File: config.mk
export PLATFORM = sky130hd
export DESIGN_NAME = hfma_pipe
export DESIGN_NICKNAME = d
export VERILOG_FILES = /design/src/rtl/hfma_pkg.sv /design/src/rtl/hfma_mul_align.sv /design/src/rtl/hfma_add_lzc.sv /design/src/rtl/hfma_norm_round.sv /design/src/rtl/hfma_pipe.sv
export SDC_FILE = /design/constraint.sdc
export NUM_CORES = 1
export LEC_CHECK = 0
export BUFFER_PORTS_ARGS = -buffer_cell sky130_fd_sc_hd__buf_4
export CORE_UTILIZATION = 40
export CTS_BUF_LIST = sky130_fd_sc_hd__clkbuf_4 sky130_fd_sc_hd__clkbuf_8
export DETAILED_ROUTE_END_ITERATION = 10
export SYNTH_ARGS = -nofsm -noshare
export SYNTH_HDL_FRONTEND = slang
export SYNTH_SLANG_ARGS = --single-unit
File: constraint.sdc
create_clock -name clk -period 7.1 [get_ports clk]
set_input_delay 1.42 -clock clk [delete_from_list [all_inputs] [get_ports clk]]
set_output_delay 1.42 -clock clk [all_outputs]
set_load 0.01 [all_outputs]
File: src/rtl/hfma_pkg.sv
`timescale 1ns/1ps
package hfma_pkg;

    localparam int WORD_W    = 16;
    localparam int EXP_W     = 5;
    localparam int FRAC_W    = 10;
    localparam int SIG_W     = FRAC_W + 1;
    localparam int PROD_W    = 2 * SIG_W;
    localparam int BIAS      = (1 << (EXP_W - 1)) - 1;
    localparam int EXP_ONES  = (1 << EXP_W) - 1;
    localparam int GRD       = 2;
    localparam int REACH     = 14;
    localparam int WIN_W     = GRD + PROD_W + REACH;
    localparam int C_BASE    = GRD + PROD_W - 2 + REACH - FRAC_W;
    localparam int NORM_OFF  = WIN_W - 1 - (GRD + PROD_W - 2);
    localparam int LZC_W     = $clog2(WIN_W + 1);
    localparam int E_W       = EXP_W + 4;

    localparam logic [WORD_W-2:0] INF_MAG  = {{EXP_W{1'b1}}, {FRAC_W{1'b0}}};
    localparam logic [WORD_W-1:0] NAN_WORD = {1'b0, {EXP_W{1'b1}}, 1'b1, {(FRAC_W-1){1'b0}}};

    typedef logic signed [E_W-1:0] exp_t;
    typedef logic [WIN_W-1:0]      win_t;

    typedef enum logic {PATH_ARITH = 1'b0, PATH_FIXED = 1'b1} path_e;

    typedef struct packed {
        path_e              path;
        logic [WORD_W-1:0]  fixed;
        logic               eff_sub;
        logic               ps;
        logic               sc;
        exp_t               anchor;
        win_t               pwin;
        win_t               cwin;
    } s1_t;

    typedef struct packed {
        path_e              path;
        logic [WORD_W-1:0]  fixed;
        logic               sign;
        logic               zero;
        exp_t               anchor;
        win_t               mag;
        logic [LZC_W-1:0]   lzc;
    } s2_t;

    typedef struct packed {
        path_e              path;
        logic [WORD_W-1:0]  word;
    } s3_t;

    function automatic exp_t widen(input logic [EXP_W-1:0] e);
        return exp_t'({{(E_W-EXP_W){1'b0}}, e});
    endfunction

    function automatic logic [LZC_W-1:0] lead_zeros(input win_t v);
        logic [LZC_W-1:0] n;
        n = LZC_W'(WIN_W);
        for (int i = 0; i < WIN_W; i++) begin
            if (v[i]) n = LZC_W'(WIN_W - 1 - i);
        end
        return n;
    endfunction

endpackage

File: src/rtl/hfma_mul_align.sv
`timescale 1ns/1ps
module hfma_mul_align
    import hfma_pkg::*;
(
    input  logic              clk,
    input  logic              rst,
    input  logic              in_vld,
    input  logic [WORD_W-1:0] a,
    input  logic [WORD_W-1:0] b,
    input  logic [WORD_W-1:0] c,
    output logic              out_vld,
    output s1_t               out_s
);

    logic [WORD_W-1:0] ops [3];
    logic [2:0]        op_zero, op_inf, op_nan;

    assign ops[0] = a;
    assign ops[1] = b;
    assign ops[2] = c;

    // Operand classification, one copy per operand
    for (genvar i = 0; i < 3; i++) begin : g_cls
        logic [EXP_W-1:0]  e_f;
        logic [FRAC_W-1:0] f_f;
        assign e_f        = ops[i][WORD_W-2 -: EXP_W];
        assign f_f        = ops[i][FRAC_W-1:0];
        assign op_zero[i] = (e_f == '0);
        assign op_inf[i]  = (e_f == EXP_W'(EXP_ONES)) && (f_f == '0);
        assign op_nan[i]  = (e_f == EXP_W'(EXP_ONES)) && (f_f != '0);
    end

    logic             sa, sb, sc;
    logic [EXP_W-1:0] ea, eb, ec;
    logic [SIG_W-1:0] ma, mb, mc;
    logic [PROD_W-1:0] prod;
    exp_t             ep, ec_s, diff, shamt;
    logic [E_W-1:0]   shamt_u;
    win_t             cfull;
    logic             sticky;
    logic             bad_op;
    s1_t              nxt;

    assign sa = a[WORD_W-1];
    assign sb = b[WORD_W-1];
    assign sc = c[WORD_W-1];
    assign ea = a[WORD_W-2 -: EXP_W];
    assign eb = b[WORD_W-2 -: EXP_W];
    assign ec = c[WORD_W-2 -: EXP_W];
    assign ma = {1'b1, a[FRAC_W-1:0]};
    assign mb = {1'b1, b[FRAC_W-1:0]};
    assign mc = {1'b1, c[FRAC_W-1:0]};

    // Significand multiplier, in parallel with the addend alignment below
    assign prod  = PROD_W'(ma) * PROD_W'(mb);
    assign ep    = widen(ea) + widen(eb) - exp_t'(BIAS);
    assign ec_s  = widen(ec);
    assign diff  = ec_s - ep;
    assign shamt = exp_t'(REACH) - diff;
    assign shamt_u = shamt;
    assign cfull = win_t'(mc) << C_BASE;

    assign bad_op = (|op_nan)
                  | (op_inf[0] & op_zero[1]) | (op_inf[1] & op_zero[0])
                  | ((op_inf[0] | op_inf[1]) & op_inf[2] & ((sa ^ sb) != sc));

    always_comb begin
        nxt         = '0;
        sticky      = 1'b0;
        nxt.ps      = sa ^ sb;
        nxt.sc      = sc;
        nxt.eff_sub = (sa ^ sb) ^ sc;
        nxt.path    = PATH_FIXED;
        nxt.anchor  = ep;
        if (bad_op) begin
            nxt.fixed = NAN_WORD;
        end else if (op_inf[0] | op_inf[1]) begin
            nxt.fixed = {sa ^ sb, INF_MAG};
        end else if (op_inf[2]) begin
            nxt.fixed = {sc, INF_MAG};
        end else if (op_zero[0] | op_zero[1]) begin
            nxt.fixed = op_zero[2] ? {(sa ^ sb) & sc, {(WORD_W-1){1'b0}}} : c;
        end else begin
            nxt.path = PATH_ARITH;
            if (op_zero[2]) begin
                nxt.pwin = win_t'(prod) << GRD;
                nxt.cwin = '0;
            end else if (diff > exp_t'(REACH)) begin
                // Addend far above: product only matters as a sticky bit
                nxt.pwin   = win_t'(1);
                nxt.cwin   = cfull;
                nxt.anchor = ec_s - exp_t'(REACH);
            end else begin
                nxt.pwin = win_t'(prod) << GRD;
                if (shamt >= exp_t'(WIN_W)) begin
                    nxt.cwin = '0;
                    sticky   = 1'b1;
                end else begin
                    nxt.cwin = cfull >> shamt_u;
                    sticky   = |(cfull & ~({WIN_W{1'b1}} << shamt_u));
                end
                nxt.cwin[0] = nxt.cwin[0] | sticky;
            end
        end
    end

    always_ff @(posedge clk) begin
        if (rst) begin
            out_vld <= 1'b0;
            out_s   <= '0;
        end else begin
            out_vld <= in_vld;
            out_s   <= nxt;
        end
    end

endmodule

File: src/rtl/hfma_add_lzc.sv
`timescale 1ns/1ps
module hfma_add_lzc
    import hfma_pkg::*;
(
    input  logic clk,
    input  logic rst,
    input  logic in_vld,
    input  s1_t  in_s,
    output logic out_vld,
    output s2_t  out_s
);

    s2_t  nxt;
    win_t mag;
    logic sgn;

    always_comb begin
        if (in_s.eff_sub) begin
            if (in_s.cwin > in_s.pwin) begin
                mag = in_s.cwin - in_s.pwin;
                sgn = in_s.sc;
            end else begin
                mag = in_s.pwin - in_s.cwin;
                sgn = in_s.ps;
            end
        end else begin
            mag = in_s.pwin + in_s.cwin;
            sgn = in_s.ps;
        end
        nxt        = '0;
        nxt.path   = in_s.path;
        nxt.fixed  = in_s.fixed;
        nxt.anchor = in_s.anchor;
        nxt.mag    = mag;
        nxt.zero   = (mag == '0);
        nxt.sign   = (mag == '0) ? 1'b0 : sgn;
        nxt.lzc    = lead_zeros(mag);
    end

    always_ff @(posedge clk) begin
        if (rst) begin
            out_vld <= 1'b0;
            out_s   <= '0;
        end else begin
            out_vld <= in_vld;
            out_s   <= nxt;
        end
    end

endmodule

File: src/rtl/hfma_norm_round.sv
`timescale 1ns/1ps
module hfma_norm_round
    import hfma_pkg::*;
(
    input  logic clk,
    input  logic rst,
    input  logic in_vld,
    input  s2_t  in_s,
    output logic out_vld,
    output s3_t  out_s
);

    win_t              norm;
    exp_t              e_pre, e_fin;
    logic [SIG_W-1:0]  sig;
    logic [SIG_W:0]    sig_r;
    logic              grd, stk, up;
    logic [FRAC_W-1:0] frac;
    s3_t               nxt;

    assign norm  = in_s.mag << in_s.lzc;
    assign e_pre = in_s.anchor + exp_t'(NORM_OFF) - exp_t'({{(E_W-LZC_W){1'b0}}, in_s.lzc});
    assign sig   = norm[WIN_W-1 -: SIG_W];
    assign grd   = norm[WIN_W-1-SIG_W];
    assign stk   = |norm[WIN_W-2-SIG_W:0];
    assign up    = grd & (stk | sig[0]);
    assign sig_r = {1'b0, sig} + (SIG_W+1)'(up);

    always_comb begin
        if (sig_r[SIG_W]) begin
            e_fin = e_pre + exp_t'(1);
            frac  = '0;
        end else begin
            e_fin = e_pre;
            frac  = sig_r[FRAC_W-1:0];
        end
        nxt      = '0;
        nxt.path = in_s.path;
        if (in_s.path == PATH_FIXED) begin
            nxt.word = in_s.fixed;
        end else if (in_s.zero) begin
            nxt.word = '0;
        end else if (e_fin >= exp_t'(EXP_ONES)) begin
            nxt.word = {in_s.sign, INF_MAG};
        end else if (e_fin <= exp_t'(0)) begin
            nxt.word = {in_s.sign, {(WORD_W-1){1'b0}}};
        end else begin
            nxt.word = {in_s.sign, e_fin[EXP_W-1:0], frac};
        end
    end

    always_ff @(posedge clk) begin
        if (rst) begin
            out_vld <= 1'b0;
            out_s   <= '0;
        end else begin
            out_vld <= in_vld;
            out_s   <= nxt;
        end
    end

    AST_NORM_LEAD: assert property (@(posedge clk) disable iff (rst)
        (in_vld && in_s.path == PATH_ARITH && !in_s.zero) |-> norm[WIN_W-1]);

    AST_ARITH_NO_NAN: assert property (@(posedge clk) disable iff (rst)
        (out_vld && out_s.path == PATH_ARITH && out_s.word[WORD_W-2 -: EXP_W] == EXP_W'(EXP_ONES))
        |-> (out_s.word[FRAC_W-1:0] == '0));

endmodule

File: src/rtl/hfma_pipe.sv
`timescale 1ns/1ps
module hfma_pipe
    import hfma_pkg::*;
(
    input  logic        clk,
    input  logic        rst,
    input  logic        in_valid,
    input  logic [15:0] in_a,
    input  logic [15:0] in_b,
    input  logic [15:0] in_c,
    output logic        out_valid,
    output logic [15:0] out_y
);

    logic              r_vld;
    logic [WORD_W-1:0] r_a, r_b, r_c;
    logic              v1, v2, v3;
    s1_t               st1;
    s2_t               st2;
    s3_t               st3;

    always_ff @(posedge clk) begin
        if (rst) begin
            r_vld <= 1'b0;
            r_a   <= '0;
            r_b   <= '0;
            r_c   <= '0;
        end else begin
            r_vld <= in_valid;
            r_a   <= in_a;
            r_b   <= in_b;
            r_c   <= in_c;
        end
    end

    hfma_mul_align u_mul_align (
        .clk     (clk),
        .rst     (rst),
        .in_vld  (r_vld),
        .a       (r_a),
        .b       (r_b),
        .c       (r_c),
        .out_vld (v1),
        .out_s   (st1)
    );

    hfma_add_lzc u_add_lzc (
        .clk     (clk),
        .rst     (rst),
        .in_vld  (v1),
        .in_s    (st1),
        .out_vld (v2),
        .out_s   (st2)
    );

    hfma_norm_round u_norm_round (
        .clk     (clk),
        .rst     (rst),
        .in_vld  (v2),
        .in_s    (st2),
        .out_vld (v3),
        .out_s   (st3)
    );

    always_ff @(posedge clk) begin
        if (rst) begin
            out_valid <= 1'b0;
            out_y     <= '0;
        end else begin
            out_valid <= v3;
            out_y     <= st3.word;
        end
    end

    AST_LATENCY: assert property (@(posedge clk) disable iff (rst)
        out_valid |-> $past(in_valid, 5));

    AST_NAN_CANON: assert property (@(posedge clk) disable iff (rst)
        (out_valid && out_y[14:10] == 5'h1F && out_y[9:0] != 10'h0) |-> (out_y == 16'h7E00));

endmodule

---- Word level (Yosys, flattened, before mapping) ----
Cells that the tools add are included.
storage, ports and cells
  register bits ........................... 262
  input bits .............................. 51
operators by class
  multiply operators ...................... 1
  equality and inequality tests ........... 4
  bitwise gates (word level) .............. 18
  muxes and demuxes ....................... 78
  magnitude comparators ................... 5
  $add $sub $neg .......................... 12
  shift operators ......................... 3
  reductions and logical operators ........ 31
operators by type and width
  cell                     number
  $mux W38                 9
  $mux W85                 4
  $mux W16                 6
  $mux W5                  16
  $mux W76                 1
  $sub A38 B38 Y38         2
  $mux W62                 1
  $mux W15                 3
  $add A38 B38 Y38         1
  $and A37 B38 Y38         1
  $gt A38 B38 Y1           1
  $logic_not A38 Y1        1
  $not A38 Y38             1
  $reduce_or A38 Y1        1
  $shl A38 B6 Y38          1
  $shl A38 B9 Y38 const A  1
  $shr A37 B9 Y38          1
  $reduce_or A33 Y1        1
  $mux W4                  8
  $logic_not A10 Y1        3
  $reduce_bool A10 Y1      3
  $mux W9                  3
  $reduce_or A26 Y1        1
  $mux W3                  8
  other kinds (32)         74

---- Longest topological paths before layout ----
  depth in word-level cells ............... 40
  mapped depth ............................ 23
  gate-level depth less buffers ........... 22

---- By module ----
From an unflattened synthesis, not the netlist that was laid out.
unflattened totals
  cells, all modules ...................... 2893
  area, all modules ....................... 23567.6 um2
modules (own cells, without submodules)
  module           seq. area each (um2)  cells each  area an instance (um2)  instances
  hfma_add_lzc     1461.4                1296        9206.3                  1
  hfma_mul_align   1761.7                978         8458.1                  1
  hfma_norm_round  360.3                 480         4106.4                  1
  hfma_pipe        1321.3                139         1796.7                  1

---- Least setup slack after synthesis ----
Ideal clock, no wire load.
  kind .................................... flip-flop to flip-flop
  start point ............................. register r_b[4]
  end point ............................... register u_mul_align.out_s[61] (netlist name)
  arrival time ............................ 5.330 ns
  setup time .............................. 0.130 ns
  data required time ...................... 6.970 ns
  slack ................................... 1.640 ns
  buffers on the path ..................... 1
  period minus slack after synthesis ...... 5.460 ns
  stages on the path, launching flop included .. 24
  cell sequence ........................... dfxtp_1 -> clkbuf_1 -> nand2_1 -> fa_1 -> inv_1 -> ha_1 -> fa_1 -> ha_1 -> inv_1 -> fa_1 -> inv_1 -> ha_1 -> a21o_1 -> a21oi_1 -> o21bai_1 -> a21oi_1 -> o21bai_1 -> a21oi_1 -> o21a_1 -> o21ai_0 -> a311o_1 -> a2111oi_0 -> or4_1 -> a21oi_1
between the ends
  longest elaborated chain between the ends .. 7
  elaborated cells on any way between the ends .. 16
ends and longest elaborated chain
  what                                                      RTL line               text
  from (decl)                                               hfma_pipe.sv:16        logic [WORD_W-1:0] r_a, r_b, r_c;
  from (signal assigned)                                    hfma_pipe.sv:31        r_b <= in_b;
  branches (longest 7 deep; another with $mul A11 B11 Y22)  -
  to (signal assigned)                                      hfma_mul_align.sv:113  out_s <= nxt;
  to (decl)                                                 hfma_mul_align.sv:12   output s1_t out_s
Several ways; the timed one is not identified.
A chain may end at the register's enable or synchronous reset.

---- Final worst setup path ----
Same ends and word-level chain as after synthesis.

==> flow_summary.json <==
{
  "slew_violations": 0,
  "clk_latency_ns": 0.63,
  "yosys_register_bits": 246,
  "crit_arrival_ns": 6.36,
  "hold_viol": 0,
  "wl_per_cell_um": 19.80,
  "slew_headroom_pct": 21.11,
  "fillCellCount": 5155,
  "fin_skew_ns": 0.04061,
  "ys_seq_area_share_pct": 23.33,
  "synth_top_area_share_pct": 23.33,
  "antenna_found_initial": 0,
  "root_buffer": "clkbuf_8",
  "postSynthCellCount": 2458,
  "worst-setup-path-type": "reg2reg",
  "layout_common_cells": "244 x dfxtp_1, 209 x nor2_1, 186 x inv_1",
  "avgSynthCellArea_sq_um": 8.588,
  "grt_max_degree": 94,
  "postSynthNetCount": 2753,
  "io_pins": 68,
  "io_buffers": 67,
  "cts_sinks": 246,
  "ir_drop_v": 0.0001355,
  "post-cts-setup-buffers": 0,
  "min_path_type": "reg2reg",
  "cts.repair.resized": 0,
  "synth_area_sq_um": 21110,
  "synth_edf_count": 0,
  "synthDistinctLibCells": 107,
  "grt_use_total_pct": 23.16,
  "vias": 18280,
  "vias_per_cell": 5.774,
  "p_leak_nw": 9.895,
  "critical_path_peak_fanout": 12,
  "hold_depth": 1,
  "drive_gt1_share_pct": 11.06,
  "synth_flop_cell": "dfxtp_1",
  "design.die.area_sq_um": 53700,
  "dp_hpwl_um": 49570,
  "globalplace.congestion": 0.9560,
  "rows": 83,
  "reg2reg_from": "r_b[4]$_SDFF_PP0_",
  "start_util_pct": 40.82,
  "placed_cells": 3090,
  "drv_cap": 0,
  "finalSetupViolCount": 0,
  "r2r-end": "u_mul_align.out_s[61]$_SDFF_PP0_",
  "final_common_cell": "dfxtp_1",
  "r2r_setup_slack_ns": 1.24,
  "dpl_cell_area_sq_um": 21990,
  "grt_use_met2_pct": 39.95,
  "core-area_sq_um": 51720,
  "tightest_slew_ns": 1.175,
  "synth_area_leaders": "dfxtp_1 23%, ha_1 9.5%, fa_1 7.9%, mux4_2 4.3%, nor2b_1 3.9%",
  "min-delay-start": "u_mul_align.out_s[82]$_SDFF_PP0_",
  "cts_htree_levels": 2,
  "synth_top_area_cell": "dfxtp_1",
  "ant_nets": 0,
  "endpoint_kind": "register",
  "grt-busiest-layer": "met2",
  "cts_tree": "yes",
  "crit_required_ns": 7.61,
  "drc": 0,
  "drt-initial-drc-count": 1450,
  "min_period_ns": 5.855,
  "drt_pre_antenna_iters": 5,
  "status": "completed",
  "grt.overflow.total": 0,
  "worst_setup_path_start_kind": "register",
  "grt_first_pass_wirelength_um": 98840,
  "fmax_mhz": 170.8,
  "worst_r2r_path_depth": 22,
  "num_antenna_cells": 0,
  "clockBufferDepth": 3,
  "async_flop_share_pct": 0,
  "clk_pin_slew_ns": 0.06,
  "syn_to_final_growth_pct": 8.926,
  "die_y_um": 231.7,
  "finalCritPeriodShare_pct": 82.47,
  "hold_path_end": "u_add_lzc.out_s[50]$_SDFF_PP0_",
  "final_cells": 3166,
  "power_density_nw_per_um2": 323.0,
  "design_area_sq_um": 22990,
  "rsz0062_at_grt": "false",
  "use_met1_pct": 29.45,
  "fin_tns_setup_ns": 0,
  "cts_buffers": 43,
  "final_nets": 2750,
  "use_met3_pct": 3.143,
  "grt_pass1_vias": 17950,
  "yosysWarnings": 0,
  "drt_wl_total_um": 62690,
  "die_w_um": 231.7,
  "hold_buffers": 0
}
==> per-stage QoR <==
step	utilization, %	worst slack [ns]	total power [W]	hold slack, ns
6_report	44.46	1.245	0.007427	0.4256
4_1_cts	44.46	1.213	0.007407	0.4211
2_1_floorplan	-	1.640	0.004858	0.3991
3_5_place_dp	42.52	1.241	0.005857	0.4154
3_3_place_gp	42.52	1.288	0.005827	0.4162
5_1_grt	44.46	0.6652	0.007913	0.4376
==> worst max path at each step <==
stage,start,slack (ns),endpoint
after floorplan,r_b[4]$_SDFF_PP0_,1.64,u_mul_align.out_s[61]$_SDFF_PP0_
after detailed placement,r_a[0]$_SDFF_PP0_,1.24,u_mul_align.out_s[61]$_SDFF_PP0_
after CTS,r_b[4]$_SDFF_PP0_,1.21,u_mul_align.out_s[61]$_SDFF_PP0_
final,r_b[4]$_SDFF_PP0_,1.24,u_mul_align.out_s[61]$_SDFF_PP0_
after global placement,r_a[0]$_SDFF_PP0_,1.29,u_mul_align.out_s[61]$_SDFF_PP0_
after global routing,r_b[4]$_SDFF_PP0_,0.67,u_mul_align.out_s[61]$_SDFF_PP0_
==> sequential cells by signal, indices dropped and copies added (netlist names) <==
name / flops
out_valid: 1
out_y: 16
r_a: 16
r_b: 16
r_c: 16
r_vld: 1
u_add_lzc.out_s: 72
u_add_lzc.out_vld: 1
u_mul_align.out_s: 89
u_mul_align.out_vld: 1
u_norm_round.out_s: 16
u_norm_round.out_vld: 1
==> cell type report <==
type                            count  area [sq um]  share of cell area [%]
Timing Repair Buffer               89         668.1                   2.906
Clock buffer                       61         795.8                   3.461
Multi-Input combinational cell   1885         14830                   64.50
Clock inverter                     15         207.7                  0.9033
Inverter                          190         713.2                   3.102
Tap cell                          680         850.8                   3.700
Sequential cell                   246          4927                   21.43
==> critical path, stage by stage, from the launching register on <==
cell and delay (ns):
dfxtp_1 0.59, nand2_1 0.16, fa_1 0.55, inv_1 0.04, ha_1 0.19, fa_1 0.48
ha_1 0.28, inv_1 0.05, fa_1 0.53, inv_1 0.04, ha_1 0.33, a21o_1 0.19
a21oi_1 0.22, o21bai_1 0.09, a21oi_1 0.23, o21bai_1 0.10, a21oi_1 0.27, o21a_1 0.19
o21ai_0 0.13, a311o_1 0.35, a2111oi_0 0.46, or4_1 0.19, a21oi_1 0.05
==> synthesized netlist by cell type (9+ instances only) <==
cell type,n
dfxtp_1,246
nor2_1,209
inv_1,186
nand2_1,172
ha_1,161
a21oi_1,151
nor2b_1,133
clkbuf_1,108
and2_1,87
o21ai_0,86
fa_1,83
xnor2_1,56
nor3_1,53
nand3_1,52
mux2i_1,40
mux4_2,40
xor2_1,32
a31oi_1,30
nor4_1,27
o21bai_1,27
nand4_1,26
a21o_1,23
a211oi_1,21
nand2b_1,20
and3_1,19
o21a_1,19
mux4_1,16
o22ai_1,14
or3_1,14
o211ai_1,13
o31ai_1,12
a211o_1,11
o2111ai_1,11
buf_6,10
or2_2,10
or4_1,10
buf_2,9
mux2_2,9
==> cells by family (layout without fill, tap and decap cells) <==
group / count (synthesis) / count (layout) / synth area share (%)
adder cells (fa/ha/maj): 245 / 245 / 17.46
flip-flops: 246 / 246 / 23.33
multiplexers: 106 / 106 / 8.707
AO/OA/AOI/OAI: 551 / 551 / 17.81
XOR/XNOR: 89 / 89 / 3.728
buffers and inverters: 327 / 355 / 6.413
AND/OR/NAND/NOR: 894 / 894 / 22.55
==> per-layer routing <==
metal / vias up / share of wire, %
met3: 116 / 5.2
met5: - / 0
met4: 0 / 3.1
met1: 8891 / 43
li1: 8691 / -
met2: 584 / 48
==> where the power goes <==
part / internal [W] / switching (W)
sequential: 0.00153 / 0.000193
clock: 0.000881 / 0.000627
combinational: 0.00161 / 0.00258
No activity file was read; power rests on OpenSTA's default activity.
